### src/rtl/pseq_pkg.sv
package pseq_pkg;

  localparam int IW     = 32;
  localparam int DW     = 8;
  localparam int AW     = 8;
  localparam int NSREG  = 4;

  typedef enum logic [3:0] {
    OP_WMP0  = 4'h0,
    OP_WR    = 4'h1,
    OP_WMSK  = 4'h2,
    OP_VOUT  = 4'h3,
    OP_VCTRL = 4'h4,
    OP_WMSR  = 4'h5,
    OP_SRD   = 4'h6,
    OP_WAIT  = 4'h7,
    OP_DLY   = 4'h8,
    OP_DLYR  = 4'h9,
    OP_TSET  = 4'hA,
    OP_TMSK  = 4'hB,
    OP_END   = 4'hC,
    OP_WBIT  = 4'hD,
    OP_WWIN  = 4'hE,
    OP_SIMM  = 4'hF
  } op_e;

  typedef enum logic [2:0] {
    ST_IDLE,
    ST_FETCH,
    ST_LOAD,
    ST_EXEC,
    ST_RD1,
    ST_RD2,
    ST_DELAY,
    ST_WAIT
  } state_e;

endpackage

### src/rtl/pseq_timer.sv
module pseq_timer #(
  parameter int CNT_W = 16
) (
  input  logic             clk,
  input  logic             rst,
  input  logic             load,
  input  logic [CNT_W-1:0] ld_val,
  input  logic             tick,
  output logic             zero
);

  logic [CNT_W-1:0] cnt;

  always_ff @(posedge clk) begin
    if (rst) begin
      cnt <= '0;
    end else if (load) begin
      cnt <= ld_val;
    end else if (tick && (cnt != '0)) begin
      cnt <= cnt - 1'b1;
    end
  end

  assign zero = (cnt == '0);

endmodule

### src/rtl/pseq_trig.sv
module pseq_trig #(
  parameter int N_TRIG = 4,
  parameter int PC_W   = 8
) (
  input  logic              clk,
  input  logic              rst,
  input  logic [N_TRIG-1:0] trig_i,
  input  logic              set_en,
  input  logic [3:0]        set_idx,
  input  logic [PC_W-1:0]   set_dest,
  input  logic              mask_en,
  input  logic [N_TRIG-1:0] mask_val,
  input  logic              take,
  output logic              valid,
  output logic [PC_W-1:0]   start_pc
);

  logic [N_TRIG-1:0] pend;
  logic [N_TRIG-1:0] tmask;
  logic [N_TRIG-1:0] avail;
  logic [N_TRIG-1:0] grant;
  logic [PC_W-1:0]   dest [N_TRIG];

  genvar gi;
  generate
    for (gi = 0; gi < N_TRIG; gi++) begin : g_dest
      always_ff @(posedge clk) begin
        if (rst) begin
          dest[gi] <= '0;
        end else if (set_en && (set_idx == 4'(gi))) begin
          dest[gi] <= set_dest;
        end
      end
    end
  endgenerate

  assign avail = pend & ~tmask;
  assign grant = avail & (~avail + 1'b1);
  assign valid = |avail;

  always_comb begin
    start_pc = '0;
    for (int i = 0; i < N_TRIG; i++) begin
      if (grant[i]) start_pc = start_pc | dest[i];
    end
  end

  always_ff @(posedge clk) begin
    if (rst) begin
      pend  <= '0;
      tmask <= '0;
    end else begin
      pend <= (pend & ~(take ? grant : '0)) | (trig_i & ~tmask);
      if (mask_en) tmask <= mask_val;
    end
  end

endmodule

### src/rtl/pseq_rmw.sv
module pseq_rmw
  import pseq_pkg::*;
(
  input  op_e         op,
  input  logic [7:0]  dat,
  input  logic [7:0]  msk,
  input  logic [7:0]  sval,
  input  logic [7:0]  old,
  output logic [7:0]  res
);

  logic [7:0] fmask;
  logic [7:0] wmask;

  assign fmask = 8'hFF >> (3'd7 - dat[6:4]);
  assign wmask = fmask << dat[2:0];

  always_comb begin
    res = (old & msk) | (dat & ~msk);
    case (op)
      OP_WMSR: res = (old & msk) | (sval & ~msk);
      OP_WBIT: begin
        res = old;
        res[dat[2:0]] = msk[0];
      end
      OP_WWIN: res = (old & ~wmask) | ((msk & fmask) << dat[2:0]);
      default: ;
    endcase
  end

endmodule

### src/rtl/pseq_engine.sv
module pseq_engine
  import pseq_pkg::*;
#(
  parameter int         PC_W       = 8,
  parameter int         N_TRIG     = 4,
  parameter int         N_COND     = 4,
  parameter int         CNT_W      = 16,
  parameter logic [7:0] VOUT_BASE  = 8'h20,
  parameter logic [7:0] VCTRL_BASE = 8'h30
) (
  input  logic              clk,
  input  logic              rst,
  input  logic [N_TRIG-1:0] trig_i,
  input  logic [N_COND-1:0] cond_i,
  input  logic              tick_i,
  output logic [PC_W-1:0]   imem_addr,
  input  logic [IW-1:0]     imem_data,
  output logic              bus_we,
  output logic              bus_re,
  output logic [AW-1:0]     bus_addr,
  output logic [DW-1:0]     bus_wdata,
  input  logic [DW-1:0]     bus_rdata,
  output logic              busy,
  output logic              wait_timeout
);

  localparam int CEXT = 16;

  state_e           st;
  logic [PC_W-1:0]  pc;
  logic [IW-1:0]    ir;
  logic [DW-1:0]    sreg [NSREG];
  logic             tmo;

  op_e              op;
  logic [3:0]       f_sel;
  logic [1:0]       f_sidx;
  logic [AW-1:0]    f_addr;
  logic [DW-1:0]    f_data;
  logic [DW-1:0]    f_mask;
  logic [15:0]      f_imm;
  logic [DW-1:0]    sval;
  logic [AW-1:0]    rmw_addr;
  logic [DW-1:0]    rmw_res;
  logic [CEXT-1:0]  cond_ext;
  logic             cond_hit;

  logic             tm_load;
  logic [CNT_W-1:0] tm_val;
  logic             tm_zero;

  logic             tr_valid;
  logic [PC_W-1:0]  tr_pc;
  logic             tr_take;
  logic             tr_set;
  logic             tr_mask;

  assign op       = op_e'(ir[31:28]);
  assign f_sel    = ir[27:24];
  assign f_sidx   = ir[25:24];
  assign f_addr   = ir[23:16];
  assign f_data   = ir[15:8];
  assign f_mask   = ir[7:0];
  assign f_imm    = ir[15:0];
  assign sval     = sreg[f_sidx];
  assign cond_ext = CEXT'(cond_i);
  assign cond_hit = cond_ext[f_sel];

  always_comb begin
    case (op)
      OP_WMP0, OP_WBIT, OP_WWIN: rmw_addr = {1'b0, f_addr[6:0]};
      default:                   rmw_addr = f_addr;
    endcase
  end

  always_comb begin
    tm_load = 1'b0;
    tm_val  = CNT_W'(f_imm);
    if (st == ST_EXEC) begin
      case (op)
        OP_DLY, OP_WAIT:   tm_load = 1'b1;
        OP_DLYR: begin
          tm_load = 1'b1;
          tm_val  = CNT_W'(sval);
        end
        OP_VOUT, OP_VCTRL: begin
          tm_load = 1'b1;
          tm_val  = CNT_W'(f_mask);
        end
        default: ;
      endcase
    end
  end

  assign tr_take = (st == ST_IDLE) && tr_valid;
  assign tr_set  = (st == ST_EXEC) && (op == OP_TSET);
  assign tr_mask = (st == ST_EXEC) && (op == OP_TMSK);

  pseq_timer #(.CNT_W(CNT_W)) u_timer (
    .clk    (clk),
    .rst    (rst),
    .load   (tm_load),
    .ld_val (tm_val),
    .tick   (tick_i),
    .zero   (tm_zero)
  );

  pseq_trig #(.N_TRIG(N_TRIG), .PC_W(PC_W)) u_trig (
    .clk      (clk),
    .rst      (rst),
    .trig_i   (trig_i),
    .set_en   (tr_set),
    .set_idx  (f_sel),
    .set_dest (f_imm[PC_W-1:0]),
    .mask_en  (tr_mask),
    .mask_val (f_imm[N_TRIG-1:0]),
    .take     (tr_take),
    .valid    (tr_valid),
    .start_pc (tr_pc)
  );

  pseq_rmw u_rmw (
    .op   (op),
    .dat  (f_data),
    .msk  (f_mask),
    .sval (sval),
    .old  (bus_rdata),
    .res  (rmw_res)
  );

  always_ff @(posedge clk) begin
    if (rst) begin
      st        <= ST_IDLE;
      pc        <= '0;
      ir        <= '0;
      tmo       <= 1'b0;
      bus_we    <= 1'b0;
      bus_re    <= 1'b0;
      bus_addr  <= '0;
      bus_wdata <= '0;
      for (int i = 0; i < NSREG; i++) sreg[i] <= '0;
    end else begin
      bus_we <= 1'b0;
      bus_re <= 1'b0;
      case (st)
        ST_IDLE: begin
          if (tr_valid) begin
            pc <= tr_pc;
            st <= ST_FETCH;
          end
        end
        ST_FETCH: st <= ST_LOAD;
        ST_LOAD: begin
          ir <= imem_data;
          st <= ST_EXEC;
        end
        ST_EXEC: begin
          case (op)
            OP_WR: begin
              bus_we    <= 1'b1;
              bus_addr  <= f_addr;
              bus_wdata <= f_data;
              pc        <= pc + 1'b1;
              st        <= ST_FETCH;
            end
            OP_WMP0, OP_WMSK, OP_WMSR, OP_WBIT, OP_WWIN, OP_SRD: begin
              bus_re   <= 1'b1;
              bus_addr <= rmw_addr;
              st       <= ST_RD1;
            end
            OP_VOUT, OP_VCTRL, OP_DLY, OP_DLYR: st <= ST_DELAY;
            OP_WAIT: st <= ST_WAIT;
            OP_SIMM: begin
              sreg[f_sidx] <= f_data;
              pc           <= pc + 1'b1;
              st           <= ST_FETCH;
            end
            OP_END: st <= ST_IDLE;
            default: begin
              pc <= pc + 1'b1;
              st <= ST_FETCH;
            end
          endcase
        end
        ST_RD1: st <= ST_RD2;
        ST_RD2: begin
          if (op == OP_SRD) begin
            sreg[f_sidx] <= bus_rdata;
          end else begin
            bus_we    <= 1'b1;
            bus_wdata <= rmw_res;
          end
          pc <= pc + 1'b1;
          st <= ST_FETCH;
        end
        ST_DELAY: begin
          if (tm_zero) begin
            if (op == OP_VOUT || op == OP_VCTRL) begin
              bus_we    <= 1'b1;
              bus_addr  <= ((op == OP_VOUT) ? VOUT_BASE : VCTRL_BASE) + {4'b0, f_sel};
              bus_wdata <= f_data;
            end
            pc <= pc + 1'b1;
            st <= ST_FETCH;
          end
        end
        ST_WAIT: begin
          if (cond_hit) begin
            pc <= pc + 1'b1;
            st <= ST_FETCH;
          end else if (tm_zero) begin
            tmo <= 1'b1;
            pc  <= pc + 1'b1;
            st  <= ST_FETCH;
          end
        end
        default: st <= ST_IDLE;
      endcase
    end
  end

  assign imem_addr    = pc;
  assign busy         = (st != ST_IDLE);
  assign wait_timeout = tmo;

endmodule

### config.mk
export PLATFORM = sky130hd
export DESIGN_NAME = pseq_engine
export DESIGN_NICKNAME = d
export VERILOG_FILES = /design/src/rtl/pseq_pkg.sv /design/src/rtl/pseq_timer.sv /design/src/rtl/pseq_trig.sv /design/src/rtl/pseq_rmw.sv /design/src/rtl/pseq_engine.sv
export SDC_FILE = /design/constraint.sdc
export NUM_CORES = 1
export LEC_CHECK = 0
export ABC_AREA = 1
export BUFFER_PORTS_ARGS = -buffer_cell sky130_fd_sc_hd__buf_2
export CORE_MARGIN = 1
export CORE_UTILIZATION = 25
export DETAILED_ROUTE_END_ITERATION = 6
export HOLD_SLACK_MARGIN = 0.03
export PLACE_DENSITY = 0.51
export SLEW_MARGIN = 20
export SYNTH_ARGS = -nofsm -noshare
export SYNTH_HDL_FRONTEND = slang
export SYNTH_SLANG_ARGS = --single-unit
export TNS_END_PERCENT = 50
### constraint.sdc
create_clock -name clk -period 2.75 [get_ports clk]
set_clock_uncertainty 0.2 [all_clocks]
set_input_delay 0.1375 -clock clk [delete_from_list [all_inputs] [get_ports clk]]
set_output_delay 0.1375 -clock clk [all_outputs]
set_load 0.05 [all_outputs]
**After elaboration in Yosys (flattened, before gate mapping)**

Memory sizes are Yosys's and may differ from the RTL's. A register that Yosys moved wholly into a read port is not among the register bits.
Cells that the tools add are included.

- Multiplexer cells: 76
- Shift operators: 3
- Equality and inequality tests: 32
- Order comparisons: 3
- Reduce and logical (&&, ||, !) cells: 33
- Bitwise operators: 28
- Add/subtract/negate cells: 5

Operator list:

| operator | count |
|---|---|
| 8-bit 2-to-1 mux | 21 |
| 16-bit 2-to-1 mux | 3 |
| 8-bit OR | 6 |
| 8-bit case mux with 3 select lines | 2 |
| 8-bit bitwise AND | 5 |
| 8-bit case mux with 5 select lines | 1 |
| 4-bit equality test, second input constant | 8 |
| 1-bit 2-to-1 mux | 32 |
| 16-bit case mux with 2 select lines | 1 |
| 8-bit case mux with 2 select lines | 2 |
| 3-bit case mux with 8 select lines | 1 |
| 4-bit bitwise AND | 4 |
| 4-bit by 2-bit equality test with 1-bit output, second input constant | 4 |
| 4-bit by 3-bit equality test with 1-bit output, second input constant | 4 |
| 16-bit logical NOT | 1 |
| 8-bit inverter | 2 |
| 16-bit nonzero test | 1 |
| 8-bit by 3-bit << shifter with 8-bit output | 2 |
| 16-bit by 1-bit subtractor with 16-bit output, second input constant | 1 |
| 3-bit equality test, second input constant | 4 |
| 4-bit inverter | 3 |
| 3-bit case mux with 4 select lines | 1 |
| 12-bit OR reduction | 1 |
| 2-bit != test, second input constant | 5 |
| 40 further kinds | 65 |

- Memories: 2
- Logic and storage cells: 193
- Register bits: 86
- Memory bits (writable): 64

Memories:

| memory | depth | bits a word | rd ports | clocked after memory_dff | wr ports | line | text |
|---|---|---|---|---|---|---|---|
| sreg | 4 | 8 | 1 | 1 | 4 | pseq_engine.sv:32 | `logic [DW-1:0] sreg [NSREG];` |
| u_trig.dest | 4 | 8 | 4 | 0 | 4 | pseq_trig.sv:22 | `logic [PC_W-1:0] dest [N_TRIG];` |

**Depth between registers and ports, before layout**

Gate-level depths: netlist (run 1).

- Word-level depth: 14
- Depth in mapped cells: 14
- Mapped depth without buffers: 14

**Hierarchy**

A second synthesis (run 1) with hierarchy kept.

- Cells, all modules: 1258
- Area, all modules: 8832.2 sq um

By module, submodules not included:

| module | cells each | area each (sq um) | times used |
|---|---|---|---|
| pseq_engine | 629 | 4703.3 | 1 |
| pseq_trig | 189 | 1834.3 | 1 |
| pseq_timer | 220 | 1206.2 | 1 |
| pseq_rmw | 220 | 1088.5 | 1 |

**Worst setup path after synthesis (run 1)**

OpenSTA, ideal clock, no wires.

- Path kind: reg-to-reg
- From: register st[0]
- To: memory u_trig.dest[0][0], enable pin
- Path buffers: 0
- Arrival time: 1677 ps
- Library setup time: 384 ps
- Stages on the path, launching flop included: 7
- Setup slack: 489 ps
- Cells stage by stage: dfxtp_1 -> nand2_1 -> nor2_4 -> nand2_1 -> inv_2 -> nand3_1 -> o21ai_0

RTL lines:

| what | line | text |
|---|---|---|
| start, declared | pseq_engine.sv:29 | `state_e st;` |
| start signal, assigned | pseq_engine.sv:133 | `st <= ST_IDLE;` |
| start signal, assigned | pseq_engine.sv:149 | `st <= ST_FETCH;` |
| start signal, assigned | pseq_engine.sv:152 | `ST_FETCH: st <= ST_LOAD;` |
| end, declared | pseq_trig.sv:22 |  |

==> results of run 1 <==
## final timing paths
kind,end,slack (ns),depth (start not counted)
worst max-delay path,sreg[0][5],0.38,8
worst min-delay path,sreg[3][1],0.08,4
worst max register to register,sreg[0][5],0.38,8
worst min register to register,bus_addr[3],0.24,2
## routing by layer
metal	global-route usage	vias to the layer above	share of wire	routed length, um
li1	-	4040	-	-
met1	0.234	3848	0.46	13200
met2	0.285	284	0.46	13200
met3	0.0317	27	0.059	1690
met4	0.0494	0	0.015	438
met5	0	-	0	0
## flip-flops by register name, indices dropped and copies added, names as in the netlist, named ones only
| signal | count |
|---|---|
| u_trig.tmask | 4 |
| bus_re | 1 |
| bus_wdata | 8 |
| u_trig.dest | 32 |
| st | 3 |
| u_trig.pend | 4 |
| u_timer.cnt | 16 |
| bus_addr | 8 |
| ir | 32 |
| wait_timeout | 1 |
| imem_addr | 8 |
| sreg | 32 |
| bus_we | 1 |
## Yosys cell counts (6+ instances only)
cell and number:
nand2_1 315, nor2_1 133, a21oi_1 112, o21ai_0 109, inv_1 96, dfxtp_1 88
nand3_1 76, edfxtp_1 64, clkbuf_1 27, a31oi_1 13, inv_2 13, nand4_1 13
o211ai_1 10, o21ai_1 10, buf_2 8, xor2_1 7, xnor2_1 6
## repair_timing
action                                 in CTS  in global routing
endpoints found under the hold margin      53                  0
hold buffers                               40                  0
gates resized for setup                     0                  0
## worst max-delay path, stage by stage (launching register included)
cell     delay (ns)
dfxtp_1        0.50
nand3_2        0.15
inv_2          0.14
nand3_1        0.15
nor2_4         0.22
inv_2          0.11
nand2_2        0.17
nand2_1        0.12
nand2_1        0.28
## cells by family (layout without fill, tap and decap cells)
family,Yosys count,count (layout)
fa+ha+maj,2,2
simple gates,555,555
compound gates,270,270
buf+inv,152,283
flops,152,152
xor+xnor,13,13
mux,1,1
## metrics by stage
step	setup slack (ns)	hold slack (ns)	util	cells
2_1_floorplan	0.489	0.0845	-	1145
3_3_place_gp	0.461	0.193	0.285	1639
3_5_place_dp	0.396	0.201	0.285	1639
4_1_cts	0.370	0.0403	0.318	1711
5_1_grt	0.145	0.0784	0.318	1711
6_report	0.376	0.0803	0.318	1711
## area by class of cell
type,instances,area share
multi-input cells,841,0.383
clock buffers,18,0.0423
flip-flops and latches,152,0.363
well taps,435,0.0536
inverters,111,0.0411
clock inverters,14,0.0218
repair buffers,140,0.0954
## power groups by stage
stage	registers (mW)	logic [mW]	clock network (mW)
global placement	2.90	1.98	0
CTS	2.85	2.02	2.70
global route	2.89	2.26	2.78
finish	2.86	2.04	2.67
floorplan	2.93	1.26	0
detailed placement	2.90	1.97	0
==> key figures, run 1 <==
Power
  • Psw: around 2.8 mW
  • P per Cell Area: between 700 and 800 nW/um^2
  • Final Power: roughly 7.6 mW
  • Worst VDD drop: approximately 0.00055 V
  • Logic pwr share: 0.270
  • Switching power share of the total: 0.366
  • Clk pwr share: 0.353
  • Leak pwr: around 4.2 nW
  • P_int: just under 5 mW
  • Register share of total power: 0.377

Timing
  • RSZ-0062 raised after global routing: no
  • Worst-Margin Slew: ~0.70 ns
  • Setup TNS: 0 ns
  • Final-report hold violation count: 0
  • Final setup vio count: 0
  • Relative slew margins: 0.532
  • Final Critical Period: 2.37 ns
  • Fin crit share: 0.863
  • Fmax: roughly 420 MHz
  • Fin. max-slew vios: 0

Drt
  • DR iter-0 viols: roughly 700
  • Routed Antenna Nets: 0
  • Routed Wire Length: 28.5 mm
  • Drt via density: roughly 4.8
  • Vias: 8199
  • DRC: 0
  • Drt pass-1 iters: 5
  • Drt wl/cell: between 15 and 20 um

Synthesis
  • Synth Net Count: 1198
  • Mux cell area share after synthesis: 0.00123
  • Share of the synthesized area in the top cell type: 0.235
  • Post-synthesis adder-cell area fraction: 0.00307
  • Largest family of logic cells by synthesized area: simple AND/OR/NAND/NOR gates
  • Simple-gate share of the synthesized area: 0.279
  • Post-synthesis async set-or-reset flop share: 0
  • Synth area leader: edfxtp_1
  • Post-synthesis area per instance: 7.13 um^2
  • Number of synthesized register bits: 152
  • Post-synth top flop: dfxtp_1
  • Post-synth EDFFs: 64
  • Mapped Area: roughly 8200 um^2
  • Synth Area in Compound Gates: 0.178
  • Synth Instances: between 1000 and 1500
  • Warning count from the yosys run: 0
  • Area contributors post-synth: edfxtp_1 (24%), dfxtp_1 (22%), nand2_1 (14%), a21oi_1 (6.9%), o21ai_0 (6.7%)
  • Yosys cell types: 40
  • Seq/Total Area, Yosys: 0.451
  • Post-Synth XOR/XNOR Area: 0.0139

Clock network
  • CTS sink count: about 150
  • Reg clk slew, reported paths: 0.07 ns
  • Longest Clk Path Bufs: 2
  • H-tree depth: 4
  • CTS buffer count: 17
  • Clk_lat worst skew: 0.44 ns
  • Setup Buffers After CTS: 0
  • Root Driver: clkbuf_16
  • CTS tree: built

Die
  • Core ar.: approximately 32000 um^2
  • Initial core utilization: 0.256
  • Die W: roughly 180 um
  • Die Span Y: 183 um
  • Die area: around 33000 um^2
  • Row cnt: 65
  • IO Pins: around 80

GRT
  • Total track usage: 0.174
  • First-pass GRT wire length: between 40 and 50 mm
  • Largest net degree at the start of global routing: between 70 and 80
  • Vias in the first global route: roughly 7800
  • Initial antenna violation count: 0
  • Grt ovf: 0

Setup path
  • CP required: about 2.7 ns
  • Crit. Startpoint: st[2]
  • Crit Path Class: reg -> reg
  • Critical path launch point type: register
  • CP arrival: around 2.3 ns
  • R2r startpoint: st[2]
  • Worst-path fanout max: 9
  • Crit. End Element: register

Final layout
  • # fillers: roughly 3500
  • Commonest cells after routing, fill and taps aside: nand2_1 (315), nor2_1 (133), a21oi_1 (112), o21ai_0 (109), inv_1 (95)
  • P&R area growth vs syn: 24.3%
  • Layout cells sized above 1: 0.129
  • Layout Nets: ~1300
  • Finished Cell Area: 10100 um^2
  • ANT cells: 0
  • Area of the multi-input gates: between 3000 and 4000 um^2
  • Most common cell after layout, fill and taps aside: nand2_1
  • Register area: roughly 3700 um^2

Flow run
  • Number of max-cap violations: 0

Status
  • Status: finished, final reports clean

Place
  • HPWL Detailed: 21.4 mm
  • RePlAce Congestion: just over 0.9
  • Area after DPL: about 9000 um^2
  • Port Buf Inserts: 78

Min path
  • Worst min path class: in -> reg
  • Hold path start: bus_rdata[1]
No activity file was read; power rests on OpenSTA's default activity.
==> run 2, diff against run 1 <==
--- a/config.mk
+++ b/config.mk
@@ -7,6 +7,7 @@
 export LEC_CHECK = 0
 export ABC_AREA = 1
 export BUFFER_PORTS_ARGS = -buffer_cell sky130_fd_sc_hd__buf_2
+export CORE_ASPECT_RATIO = 0.6
 export CORE_MARGIN = 1
 export CORE_UTILIZATION = 25
 export DETAILED_ROUTE_END_ITERATION = 6
==> key figures, run 2 (synthesis results as in run 1) <==
Flow run
  • Number of max-cap violations: 0

Timing
  • Final-report hold violation count: 0
  • Final setup vio count: 0
  • RSZ-0062 raised after global routing: no
  • Fin. max-slew vios: 0
  • Worst-Margin Slew: 0.732 ns
  • Relative slew margins: 0.510
  • Final Critical Period: between 2 and 2.5 ns
  • Fmax: 403 MHz
  • Hold WS: between 0.07 and 0.08 ns
  • Final WS setup: between 0.2 and 0.3 ns
  • Setup TNS: 0 ns
  • Fin crit share: 0.902

Drt
  • Drt via density: ~4.8
  • Routed Wire Length: 28.6 mm
  • Routed Antenna Nets: 0
  • Vias: between 8000 and 9000
  • DR iter-0 viols: approximately 800
  • Drt pass-1 iters: 5
  • Drt wl/cell: ~17 um
  • DRC: 0

Clock network
  • Setup Buffers After CTS: 0
  • CTS tree: built
  • Clk_lat worst skew: between 0.4 and 0.5 ns
  • H-tree depth: 4
  • Reg clk slew, reported paths: around 0.070 ns
  • CTS sink count: approximately 150
  • Root Driver: clkbuf_16
  • CTS buffer count: 17
  • Longest Clk Path Bufs: 2

Power
  • P_int: 4.45 mW
  • Switching power share of the total: 0.390
  • Psw: ~2.8 mW
  • Clk pwr share: 0.322
  • Logic pwr share: 0.288
  • Register share of total power: 0.390
  • P per Cell Area: approximately 720 nW/um^2
  • Worst VDD drop: ~0.00048 V
  • Final Power: between 7 and 8 mW
  • Leak pwr: approximately 4.2 nW

GRT
  • Total track usage: 0.176
  • Vias in the first global route: between 7000 and 8000
  • Initial antenna violation count: 0
  • Largest net degree at the start of global routing: 71
  • Grt ovf: 0
  • First-pass GRT wire length: 44.6 mm

Final layout
  • P&R area growth vs syn: 23.7%
  • Layout cells sized above 1: 0.133
  • ANT cells: 0
  • Commonest cells after routing, fill and taps aside: nand2_1 (315), nor2_1 (132), a21oi_1 (112), o21ai_0 (109), inv_1 (95)
  • Top Registers: ir x32, sreg x32, u_trig.dest x32
  • Layout Nets: between 1000 and 1500
  • Most common cell after layout, fill and taps aside: nand2_1

Setup path
  • Critical path launch point type: register
  • CP arrival: between 2 and 2.5 ns
  • Crit Path Class: reg -> reg
  • CP required: between 2 and 3 ns
  • Crit. End Element: register
  • Worst-path fanout max: 9

Die
  • Core ar.: approximately 32000 um^2
  • Die area: around 33000 um^2
  • Die W: between 200 and 250 um
  • IO Pins: 79
  • Die Span Y: between 100 and 150 um
  • Initial core utilization: 0.258
  • Row cnt: 50

Place
  • HPWL Detailed: around 21 mm
  • RePlAce Congestion: 0.900
  • Port Buf Inserts: 78
  • Post-Place Worst Slack: roughly 0.30 ns

Status
  • Status: finished, final reports clean

Min path
  • Worst min path class: in -> reg
## run 2: cell count changes in the layout (fill, tap and decap cells not counted), moves of 2 or more
cell           delta
clkinv_4          -2
inv_6             +4
inv_8             +3
bufinv_16         -5
buf_4             +4
dlygate4sd3_1     +2
## run 2: timing repair
item,CTS,global route
hold endpoints to repair,55,0
endpoints found under the setup margin,0,1
resized for setup,0,1
hold buffers,42,0
## run 2: power groups by stage
stage / clock, mW / combinational, mW / sequential, mW
after floorplan: 0 / 1.26 / 2.93
after global placement: 0 / 2.03 / 2.88
after detailed placement: 0 / 2.02 / 2.89
after CTS: 2.38 / 2.08 / 2.84
after global routing: 2.46 / 2.33 / 2.88
final: 2.35 / 2.10 / 2.84
## run 2: worst paths after layout
check	endpoint	cells after the start	slack [ns]	from
hold / removal	sreg[3][1]	4	0.07	bus_rdata[1]
setup / recovery	sreg[2][6]	8	0.27	st[2]
hold reg to reg	ir[18]	2	0.25	ir[18]
setup reg to reg	sreg[2][6]	8	0.27	st[2]
## run 2: final cells by class
class | instances | area [um^2]
Fill cell | 3454 | 21600
Multi-Input combinational cell | 841 | 3890
Sequential cell | 152 | 3680
Timing Repair Buffer | 146 | 1020
Tap cell | 416 | 520
Clock buffer | 18 | 450
Inverter | 111 | 417
Clock inverter | 14 | 124
## run 2: critical path, stage by stage, from the launching register on
cell,delay [ns]
dfxtp_1,0.50
nand3_2,0.15
inv_2,0.17
nand3_1,0.18
nor2_4,0.23
inv_2,0.11
nand2_2,0.19
nand2_1,0.13
nand2_1,0.28
## run 2: per-stage QoR
stage / cell area [um^2] / utilization / cells
final: 10100 / 0.319 / 1698
after global routing: 10100 / 0.319 / 1698
after CTS: 10100 / 0.319 / 1698
after detailed placement: 9100 / 0.288 / 1624
after global placement: 9100 / 0.288 / 1624
after floorplan: 8160 / - / 1145
## run 2: routing by layer
metal	part of all wire	global-route usage	routed length, um	up-vias
met5	0	0	0	-
met2	0.40	0.243	11400	266
met3	0.068	0.0444	1950	26
li1	-	-	-	4047
met1	0.52	0.267	15000	3797
met4	0.011	0.0406	301	0
